<file path="config.mk">
export PLATFORM = sky130hd
export DESIGN_NAME = exti_dual_router
export DESIGN_NICKNAME = d
export VERILOG_FILES = /design/src/rtl/exti_pkg.sv /design/src/rtl/exti_edge_detect.sv /design/src/rtl/exti_cfg_regs.sv /design/src/rtl/exti_core_route.sv /design/src/rtl/exti_dual_router.sv
export SDC_FILE = /design/constraint.sdc
export NUM_CORES = 1
export LEC_CHECK = 0
export BUFFER_PORTS_ARGS = -buffer_cell sky130_fd_sc_hd__buf_2
export CORE_MARGIN = 3
export CORE_UTILIZATION = 45
export CTS_CLUSTER_DIAMETER = 50
export DETAILED_ROUTE_END_ITERATION = 8
export PLACE_DENSITY_LB_ADDON = 0.1
export RECOVER_POWER = 100
export SLEW_MARGIN = 40
export SYNTH_ARGS = -nofsm -noshare
export SYNTH_HDL_FRONTEND = slang
export SYNTH_SLANG_ARGS = --single-unit
export TNS_END_PERCENT = 1
</file>
<file path="constraint.sdc">
create_clock -name clk -period 2.2 [get_ports clk]
set_clock_uncertainty 0.15 [all_clocks]
set_input_delay 0.44 -clock clk [delete_from_list [all_inputs] [get_ports clk]]
set_output_delay 0.44 -clock clk [all_outputs]
set_load 0.02 [all_outputs]
</file>
<file path="src/rtl/exti_pkg.sv">
package exti_pkg;
  localparam int NC = 2;
  localparam int AW = 3;
  localparam logic [AW-1:0] A_LOCK    = 3'd0;
  localparam logic [AW-1:0] A_IM_BASE = 3'd1;
  localparam logic [AW-1:0] A_EM_BASE = 3'd3;
  localparam logic [AW-1:0] A_TRIG    = 3'd5;
  localparam logic [AW-1:0] A_PD_BASE = 3'd6;

  typedef enum logic [1:0] {
    TRIG_FALL = 2'b00,
    TRIG_RISE = 2'b01,
    TRIG_BOTH = 2'b10
  } trig_e;
endpackage

</file>
<file path="src/rtl/exti_edge_detect.sv">
module exti_edge_detect #(
  parameter int N = 8
) (
  input  logic           clk,
  input  logic           rst,
  input  logic [N-1:0]   line_i,
  input  logic [2*N-1:0] trig,
  output logic [N-1:0]   hit
);
  genvar i;
  generate
    for (i = 0; i < N; i++) begin : g_line
      logic s1, s2, s3;
      logic rise, fall;
      always_ff @(posedge clk) begin
        if (rst) begin
          s1 <= 1'b0;
          s2 <= 1'b0;
          s3 <= 1'b0;
        end else begin
          s1 <= line_i[i];
          s2 <= s1;
          s3 <= s2;
        end
      end
      assign rise = s2 & ~s3;
      assign fall = ~s2 & s3;
      always_comb begin
        case (trig[2*i +: 2])
          2'b00:   hit[i] = fall;
          2'b01:   hit[i] = rise;
          default: hit[i] = rise | fall;
        endcase
      end
    end
  endgenerate
endmodule

</file>
<file path="src/rtl/exti_cfg_regs.sv">
module exti_cfg_regs
  import exti_pkg::*;
#(
  parameter int          N    = 8,
  parameter int          DW   = 32,
  parameter logic [31:0] KEY  = 32'h0000_5AC3
) (
  input  logic                 clk,
  input  logic                 rst,
  input  logic                 we,
  input  logic [AW-1:0]        addr,
  input  logic [DW-1:0]        wdata,
  input  logic [NC-1:0][N-1:0] pend,
  output logic [NC-1:0][N-1:0] imask,
  output logic [NC-1:0][N-1:0] emask,
  output logic [NC-1:0][N-1:0] clr,
  output logic [2*N-1:0]       trig,
  output logic [DW-1:0]        rdata
);
  logic          unlocked;
  logic [DW-1:0] rd_d;

  always_ff @(posedge clk) begin
    if (rst) begin
      unlocked <= 1'b0;
      trig     <= '0;
    end else if (we) begin
      if (addr == A_LOCK) unlocked <= (wdata == DW'(KEY));
      if (addr == A_TRIG && unlocked) trig <= wdata[2*N-1:0];
    end
  end

  genvar c;
  generate
    for (c = 0; c < NC; c++) begin : g_core
      localparam logic [AW-1:0] AIM = A_IM_BASE + AW'(c);
      localparam logic [AW-1:0] AEM = A_EM_BASE + AW'(c);
      localparam logic [AW-1:0] APD = A_PD_BASE + AW'(c);
      always_ff @(posedge clk) begin
        if (rst) begin
          imask[c] <= '0;
          emask[c] <= '0;
        end else if (we && unlocked) begin
          if (addr == AIM) imask[c] <= wdata[N-1:0];
          if (addr == AEM) emask[c] <= wdata[N-1:0];
        end
      end
      assign clr[c] = (we && addr == APD) ? wdata[N-1:0] : '0;
    end
  endgenerate

  always_comb begin
    rd_d = '0;
    case (addr)
      A_LOCK:        rd_d[0]       = unlocked;
      A_IM_BASE:     rd_d[N-1:0]   = imask[0];
      A_IM_BASE + 1: rd_d[N-1:0]   = imask[1];
      A_EM_BASE:     rd_d[N-1:0]   = emask[0];
      A_EM_BASE + 1: rd_d[N-1:0]   = emask[1];
      A_TRIG:        rd_d[2*N-1:0] = trig;
      A_PD_BASE:     rd_d[N-1:0]   = pend[0];
      default:       rd_d[N-1:0]   = pend[1];
    endcase
  end

  always_ff @(posedge clk) begin
    if (rst) rdata <= '0;
    else     rdata <= rd_d;
  end

  // a write attempted while locked leaves the enable unchanged
  a_r3_locked_write_dropped: assert property (@(posedge clk) disable iff (rst)
    (we && addr == A_IM_BASE && !unlocked) |=> $stable(imask[0]));
  // a non-key write to the lock register leaves it engaged
  a_r2_wrong_key_locks: assert property (@(posedge clk) disable iff (rst)
    (we && addr == A_LOCK && wdata != DW'(KEY)) |=> !unlocked);
endmodule

</file>
<file path="src/rtl/exti_core_route.sv">
module exti_core_route #(
  parameter int N = 8
) (
  input  logic         clk,
  input  logic         rst,
  input  logic [N-1:0] hit,
  input  logic [N-1:0] imask,
  input  logic [N-1:0] emask,
  input  logic [N-1:0] clr,
  output logic [N-1:0] pend,
  output logic         irq,
  output logic         evt
);
  logic [N-1:0] pend_d;

  assign pend_d = (pend & ~clr) | (hit & imask);

  always_ff @(posedge clk) begin
    if (rst) begin
      pend <= '0;
      irq  <= 1'b0;
      evt  <= 1'b0;
    end else begin
      pend <= pend_d;
      irq  <= |(pend_d & imask);
      evt  <= |(hit & emask);
    end
  end

  genvar i;
  generate
    for (i = 0; i < N; i++) begin : g_chk
      // no pending bit appears while its interrupt enable is 0
      a_r6_needs_enable: assert property (@(posedge clk) disable iff (rst)
        (!pend[i] && !imask[i]) |=> !pend[i]);
      // a pending bit holds until its own clear
      a_r7_hold_until_clear: assert property (@(posedge clk) disable iff (rst)
        (pend[i] && !clr[i]) |=> pend[i]);
    end
  endgenerate

  // an event pulse needs an event enable on the previous cycle
  a_r9_evt_needs_enable: assert property (@(posedge clk) disable iff (rst)
    evt |-> $past(|emask));
  // a request implies some pending bit
  a_r8_irq_has_pending: assert property (@(posedge clk) disable iff (rst)
    irq |-> (|pend));
endmodule

</file>
<file path="src/rtl/exti_dual_router.sv">
module exti_dual_router
  import exti_pkg::*;
#(
  parameter int          NUM_LINES = 8,
  parameter int          DATA_W    = 32,
  parameter logic [31:0] UNLOCK_KEY = 32'h0000_5AC3
) (
  input  logic                 clk,
  input  logic                 rst,
  input  logic [NUM_LINES-1:0] line_i,
  input  logic                 reg_we,
  input  logic [2:0]           reg_addr,
  input  logic [DATA_W-1:0]    reg_wdata,
  output logic [DATA_W-1:0]    reg_rdata,
  output logic [1:0]           irq_o,
  output logic [1:0]           evt_o
);
  logic [NUM_LINES-1:0]          hit;
  logic [2*NUM_LINES-1:0]        trig;
  logic [NC-1:0][NUM_LINES-1:0]  imask, emask, clr, pend;

  exti_edge_detect #(.N(NUM_LINES)) edge_i (
    .clk(clk), .rst(rst), .line_i(line_i), .trig(trig), .hit(hit)
  );

  exti_cfg_regs #(.N(NUM_LINES), .DW(DATA_W), .KEY(UNLOCK_KEY)) cfg_i (
    .clk(clk), .rst(rst), .we(reg_we), .addr(reg_addr), .wdata(reg_wdata),
    .pend(pend), .imask(imask), .emask(emask), .clr(clr), .trig(trig),
    .rdata(reg_rdata)
  );

  genvar c;
  generate
    for (c = 0; c < NC; c++) begin : g_route
      exti_core_route #(.N(NUM_LINES)) route_i (
        .clk(clk), .rst(rst), .hit(hit), .imask(imask[c]), .emask(emask[c]),
        .clr(clr[c]), .pend(pend[c]), .irq(irq_o[c]), .evt(evt_o[c])
      );
    end
  endgenerate
endmodule

</file>
==> metrics.txt, run 1 <==
status completed; # Max-Cap Violations 0; #FFs+latches synth 109; final wirelength around 15000 um; share of layout cells above drive strength 1 0.139; max frequency approximately 0.48 GHz; nets roughly 730; setup repair after global routing missed its margin no; Die Area 12700 um2; Synth area leader dfxtp_1; Mapped Cells 602; total gr overflow 0; commonest cells in the netlist 109 x dfxtp_1, 96 x nand2_1, 69 x a21oi_1; Routed wire per std cell 18.6 um; largest net degree at the start of global routing 36; clk sinks roughly 110; final worst setup slack around 0.12 ns; ant diodes 0; clk buf depth 2; hold_sp line_i[3]; DRC viols 0; final setup vio count 0; Filler cells 1085; hold-critical path endpoint edge_i.g_line[3].s1; worst hold stages 2; Hold Buf Count CTS 0; Clock Root Buffer clkbuf_16; reg2reg end g_route[0].route_i.irq; Clock transition at path regs about 0.06 ns; clk_lat worst skew 0.35 ns; CP endpoint kind flop; min-delay worst type primary input to flop; synthesis-to-layout area growth 13.2%; Initial Utilization 0.467; fin area 5800 um2; vias per cell 5.60; Total GRT Usage 0.238; DR pass1 iterations 5; Leak Pwr ~0.0023 uW; Die Ht 113 um; top cell type's share of synthesized area 0.426; FP Rows 38; Iter 0 DRT Violations 326; largest cells by area after synthesis dfxtp_1 43%, nand2_1 7.0%, a21oi_1 6.7%; Critical Path RT 2.24 ns; Pwr Total 3770 uW; critical path type flop to flop; mean area per synthesized cell approximately 8.5 um2; Final Cycle Share 0.947; Setup Buffers After CTS 0; endpoints failing hold 0; Post-Syn Area 5120 um2; placer's final routability congestion estimate 0.951; fin util 0.528; R2R cell count 6; ys async rst share 0; IO Port Bufs 65; dpl cell area around 5600 um2; H-tree levels 3; Power Density about 650 nW/um2; CP arrival 2.13 ns; CORE AREA roughly 11000 um2; CTS tree done; post-route ant nets 0; CTS buffer count 9; top_reg_cell synth dfxtp_1; synth unique cells 50; vias in the first global route 4316; EDFF count, synth 0; crit-path max FO 3; DP Worst Slack -0.00178 ns; Slew @ Worst Pin 0.814 ns; initial antenna violation count 0; Yosys warnings 0; Tmin final 2.08 ns; most frequent cell after synthesis dfxtp_1; post-detail-place hpwl around 11000 um; first-pass GRT wire length ~23000 um; die span in x about 110 um; maximum vdd drop 0.000546 V; Max Slew Vio Count 0; I/O pin count 82; r2r setup slk 0.12 ns; setup tns final 0 ns; Worst slew margin 0.450; r2r startpoint edge_i.g_line[2].s3; post-synthesis sequential area ratio 0.426; Critical Path Start Type flop; via count 4533
cell usage in the layout (no fill, tap or decap), types with 4 or more instances in the layout:
master / instances
dfxtp_1: 109
nand2_1: 96
a21oi_1: 69
nor2_1: 51
buf_2: 42
clkbuf_1: 32
o21ai_0: 26
mux2i_1: 26
inv_1: 23
nor2b_1: 20
a22oi_1: 16
ha_1: 16
conb_1: 16
buf_4: 16
clkbuf_16: 9
nor4_1: 8
o211a_1: 6
clkbuf_2: 6
nand2b_1: 5
a2111oi_0: 5
and2_0: 5
a21bo_2: 4
mux2_2: 4
a221oi_1: 4
a41oi_1: 4
buf_12: 4
worst max-delay path, cell delays in order (launching register included):
cell       delay, ns
dfxtp_1         0.34
inv_1           0.05
ha_1            0.18
mux2_1          0.34
o211a_1         0.23
a2111oi_1       0.48
a41oi_1         0.17
repair_timing:
| item | CTS | global route |
|---|---|---|
| resized for setup | 1 | 2 |
| gates cloned | 0 | 0 |
| pin swaps | 0 | 0 |
| endpoints found under the setup margin | 1 | 2 |
| hold endpoints to repair | 0 | 0 |
worst max path at each step:
stage                                         to                 from  cells after the start  slack, ns
after floorplan           g_route[1].route_i.irq  edge_i.g_line[6].s2                      6       0.42
after global placement    g_route[1].route_i.irq  edge_i.g_line[2].s2                      6      -0.02
after detailed placement  g_route[1].route_i.irq  edge_i.g_line[2].s2                      6     -0.002
after CTS                 g_route[1].route_i.irq  edge_i.g_line[2].s2                      6       0.07
after global routing      g_route[1].route_i.irq  edge_i.g_line[7].s2                      7       0.01
final                     g_route[0].route_i.irq  edge_i.g_line[2].s3                      6       0.12
power breakdown:
part | total, uW | internal [uW] | switching (uW)
Clock | 1470 | 795 | 674
Sequential | 2000 | 2000 | 8.32
Combinational | 300 | 100 | 200
sequential cells by signal, indices dropped and copies added (netlist names):
signal	count
cfg_i.rdata	16
cfg_i.trig	16
g_route.route_i.pend	16
edge_i.g_line.s3	8
g_route.route_i.irq	2
cfg_i.imask	16
edge_i.g_line.s1	8
g_route.route_i.evt	2
edge_i.g_line.s2	8
cfg_i.emask	16
cfg_i.unlocked	1
cells by family after synthesis:
group / share of synthesized area
simple gates: 0.191
compound gates: 0.190
flops: 0.426
buf+inv: 0.0830
mux: 0.0698
fa+ha+maj: 0.0391
other cells: 0.000732
cell type report:
type,instances,area [um2],share of cell area
Sequential cell,109,2180,0.376
Tap cell,140,175,0.0302
Timing Repair Buffer,96,546,0.0940
Inverter,23,86.3,0.0149
Clock inverter,1,7.51,0.00129
Clock buffer,14,254,0.0438
Multi-Input combinational cell,427,2550,0.440
per-stage QoR:
| stage | hold slack, ns | instances |
|---|---|---|
| 5_1_grt | 0.158 | 810 |
| 6_report | 0.155 | 810 |
| 2_1_floorplan | 0.264 | 617 |
| 4_1_cts | 0.138 | 810 |
| 3_3_place_gp | 0.272 | 795 |
| 3_5_place_dp | 0.280 | 795 |
metal layers:
metal	GRT usage	vias to the layer above	routed length (um)	part of all wire
met5	0	-	0	0
met3	0.0524	19	1040	0.069
met1	0.305	2160	6480	0.43
met4	0.0777	0	299	0.020
li1	-	2165	-	-
met2	0.398	189	7240	0.48
Power figures use the tool's default switching activity.
==> run 2, diff against run 1 <==
--- a/config.mk
+++ b/config.mk
@@ -15,5 +15,6 @@
 export SLEW_MARGIN = 40
 export SYNTH_ARGS = -nofsm -noshare
 export SYNTH_HDL_FRONTEND = slang
+export SYNTH_HIERARCHICAL = 1
 export SYNTH_SLANG_ARGS = --single-unit
 export TNS_END_PERCENT = 1
==> metrics.txt, run 2 <==
Power Density 603 nW/um2 (-7.3%); DR pass1 iterations 5 (unchanged); vias per cell 5.49 (-1.9%); EDFF count, synth 0 (unchanged); commonest non-fill, non-tap cells in the layout 109 x dfxtp_1, 64 x nor2_1, 47 x mux2i_1, 42 x buf_2, 41 x a21oi_1; Tmin final 2.07 ns (-0.0130 ns); maximum vdd drop 0.000481 V (-12%); final worst setup slack 0.129 ns (+0.0130 ns); Iter 0 DRT Violations 327 (+0.31%); final setup vio count 0 (unchanged); clk_lat worst skew 0.38 ns (+0.03 ns); hold slack final 0.113 ns (-0.0417 ns); Total GRT Usage 0.224 (-0.0139); clk buf depth 2 (unchanged); CP endpoint kind flop; total gr overflow 0 (unchanged); Critical Path Start Type flop; post-synthesis sequential area ratio 0.435 (+0.00891); Clock Root Buffer clkbuf_8; largest cells by area after synthesis dfxtp_1 43%, mux2i_1 9.4%, nor2_1 4.6%; fin area 5660 um2 (-2.4%); P_sw 857 uW (-2.9%); share of layout cells above drive strength 1 0.174 (+0.0355); Comb pwr share 0.085 (+0.005); critical path type flop to flop; Worst slew margin 0.487 (+0.0370); Filler cells 1007 (-7.2%); most frequent cell after synthesis dfxtp_1; IO Port Bufs 65 (unchanged); final wirelength 14100 um (-6.4%); die span in x 112 um (-0.98%); post-detail-place hpwl 10300 um (-7.6%); top cell type's share of synthesized area 0.435 (+0.00891); post-route ant nets 0 (unchanged); ys async rst share 0 (unchanged); Hold Buf Count CTS 0 (unchanged); post-cts resize count 0 (-1); Routed wire per std cell 18.4 um (-1.2%); CTS tree done; Initial Utilization 0.474 (+0.00688); worst hold stages 2 (unchanged); Yosys warnings 6 (+6); Post-Syn Area 5020 um2 (-2.1%); DP Worst Slack -0.0318 ns (-0.0300 ns); CTS buffer count 9 (unchanged); metal3 WL 1100 um (+5.9%); wire length on met2 6060 um (-16%); commonest cells in the netlist 109 x dfxtp_1, 62 x nor2_1, 47 x mux2i_1; endpoints failing hold 0 (unchanged); CP Depth 7 (+1); Die Ht 112 um (-0.98%); Slew @ Worst Pin 0.748 ns (-0.0658 ns); I/O pin count 82 (unchanged); initial antenna violation count 0 (unchanged); status completed; Critical Path RT 2.37 ns (+0.13 ns); Met1 Routed Length 6470 um (-0.12%); # Max-Cap Violations 0 (unchanged); Internal Power 2550 uW (-12%); min-delay worst type primary input to flop; synth unique cells 55 (+10%); synthesis-to-layout area growth 12.8%; FP Rows 37 (-2.6%); Synth area leader dfxtp_1; mean area per synthesized cell 9.19 um2 (+8.0%); largest net degree at the start of global routing 71 (+97%); Setup Buffers After CTS 0 (unchanged); Reg power frac 0.587 (+0.056); crit path max-delay cell type clkbuf_1; placer's final routability congestion estimate 0.944 (-0.72%); Max Slew Vio Count 0 (unchanged); first-pass GRT wire length 21900 um (-6.8%); ant diodes 0 (unchanged); R2R cell count 7 (+1); top_reg_cell synth dfxtp_1; Clock transition at path regs 0.10 ns (+0.04 ns); Top Family by Delay on Critical Path buffers and inverters; setup repair after global routing missed its margin no; max frequency 0.483 GHz (+0.63%); Pwr Total 3410 uW (-9.6%); nets 690 (-5.2%); Final Cycle Share 0.941 (-0.00590); DRC viols 0 (unchanged); crit-path max FO 6 (+3); commonest non-fill, non-tap cell in the layout dfxtp_1; via count 4212 (-7.1%); Die Area 12500 um2 (-1.9%); Mapped Cells 546 (-9.3%); highest metal used met4; critical-path cell list inv_1 > ha_1 > mux2i_1 > clkbuf_1 > o21ai_1 > and4_2 > a21oi_2; vias in the first global route 4047 (-6.2%); H-tree levels 3 (unchanged); clk sinks 109 (unchanged); sw frac 0.251 (+0.0173); CP arrival 2.24 ns (+0.11 ns); Leak Pwr 0.00226 uW (-1.5%); Clk pwr share 0.329 (-0.060); setup tns final 0 ns (unchanged); CORE AREA 10600 um2 (-3.5%); dpl cell area 5590 um2 (-0.73%); worst stage delay on the critical path 0.46 ns (-0.02 ns); crit path buf inv count 2 (+1); #FFs+latches synth 109 (unchanged)
==> run 2: layer usage <==
metal | vias to the layer above | global-route usage
li1 | 2018 | -
met5 | - | 0
met4 | 0 | 0.0998
met2 | 160 | 0.338
met1 | 2001 | 0.309
met3 | 33 | 0.0478
==> run 2: cells by family after synthesis <==
logic type | Yosys count | synth area share
adder cells (fa/ha/maj) | 16 | 0.0399
other | 1 | 0.000747
buffers and inverters | 58 | 0.0616
AO/OA/AOI/OAI | 119 | 0.142
flip-flops | 109 | 0.435
AND/OR/NAND/NOR | 192 | 0.218
multiplexers | 51 | 0.103
==> run 2: cell type report <==
| type | instances | area, um2 | area share |
|---|---|---|---|
| well taps | 136 | 170 | 0.0301 |
| inverters | 19 | 71.3 | 0.0126 |
| multi-input cells | 394 | 2550 | 0.451 |
| clock buffers | 11 | 151 | 0.0267 |
| flip-flops and latches | 109 | 2180 | 0.385 |
| repair buffers | 95 | 510 | 0.0902 |
| clock inverters | 3 | 22.5 | 0.00398 |
==> run 2: power groups by stage <==
stage | clock [uW] | combinational [uW] | sequential, uW
detailed placement | 0 | 293 | 2050
CTS | 1160 | 295 | 2000
floorplan | 0 | 171 | 2050
global placement | 0 | 292 | 2050
global route | 1240 | 311 | 2000
finish | 1120 | 289 | 2000
==> run 2: worst reg2reg max path, cell delays in order (launching register included) <==
cell and delay (ns):
dfxtp_1 0.35, inv_1 0.07, ha_1 0.29, mux2i_1 0.14, clkbuf_1 0.46, o21ai_1 0.20, and4_2 0.25, a21oi_2 0.12
==> run 2: path summary, 6_finish.rpt <==
check	start	end	slack, ns
worst min register to register	edge_i/g_line[7].s1	edge_i/g_line[7].s2	0.29
worst max register to register	edge_i/g_line[5].s2	g_route[0].route_i/irq	0.13
worst min-delay path	line_i[6]	edge_i/g_line[6].s1	0.11
worst max-delay path	edge_i/g_line[5].s2	g_route[0].route_i/irq	0.13
==> run 2: per-stage QoR <==
step | util | std cells
2_1_floorplan | - | 561
3_3_place_gp | 0.527 | 753
5_1_grt | 0.534 | 767
6_report | 0.534 | 767
3_5_place_dp | 0.527 | 753
4_1_cts | 0.543 | 767
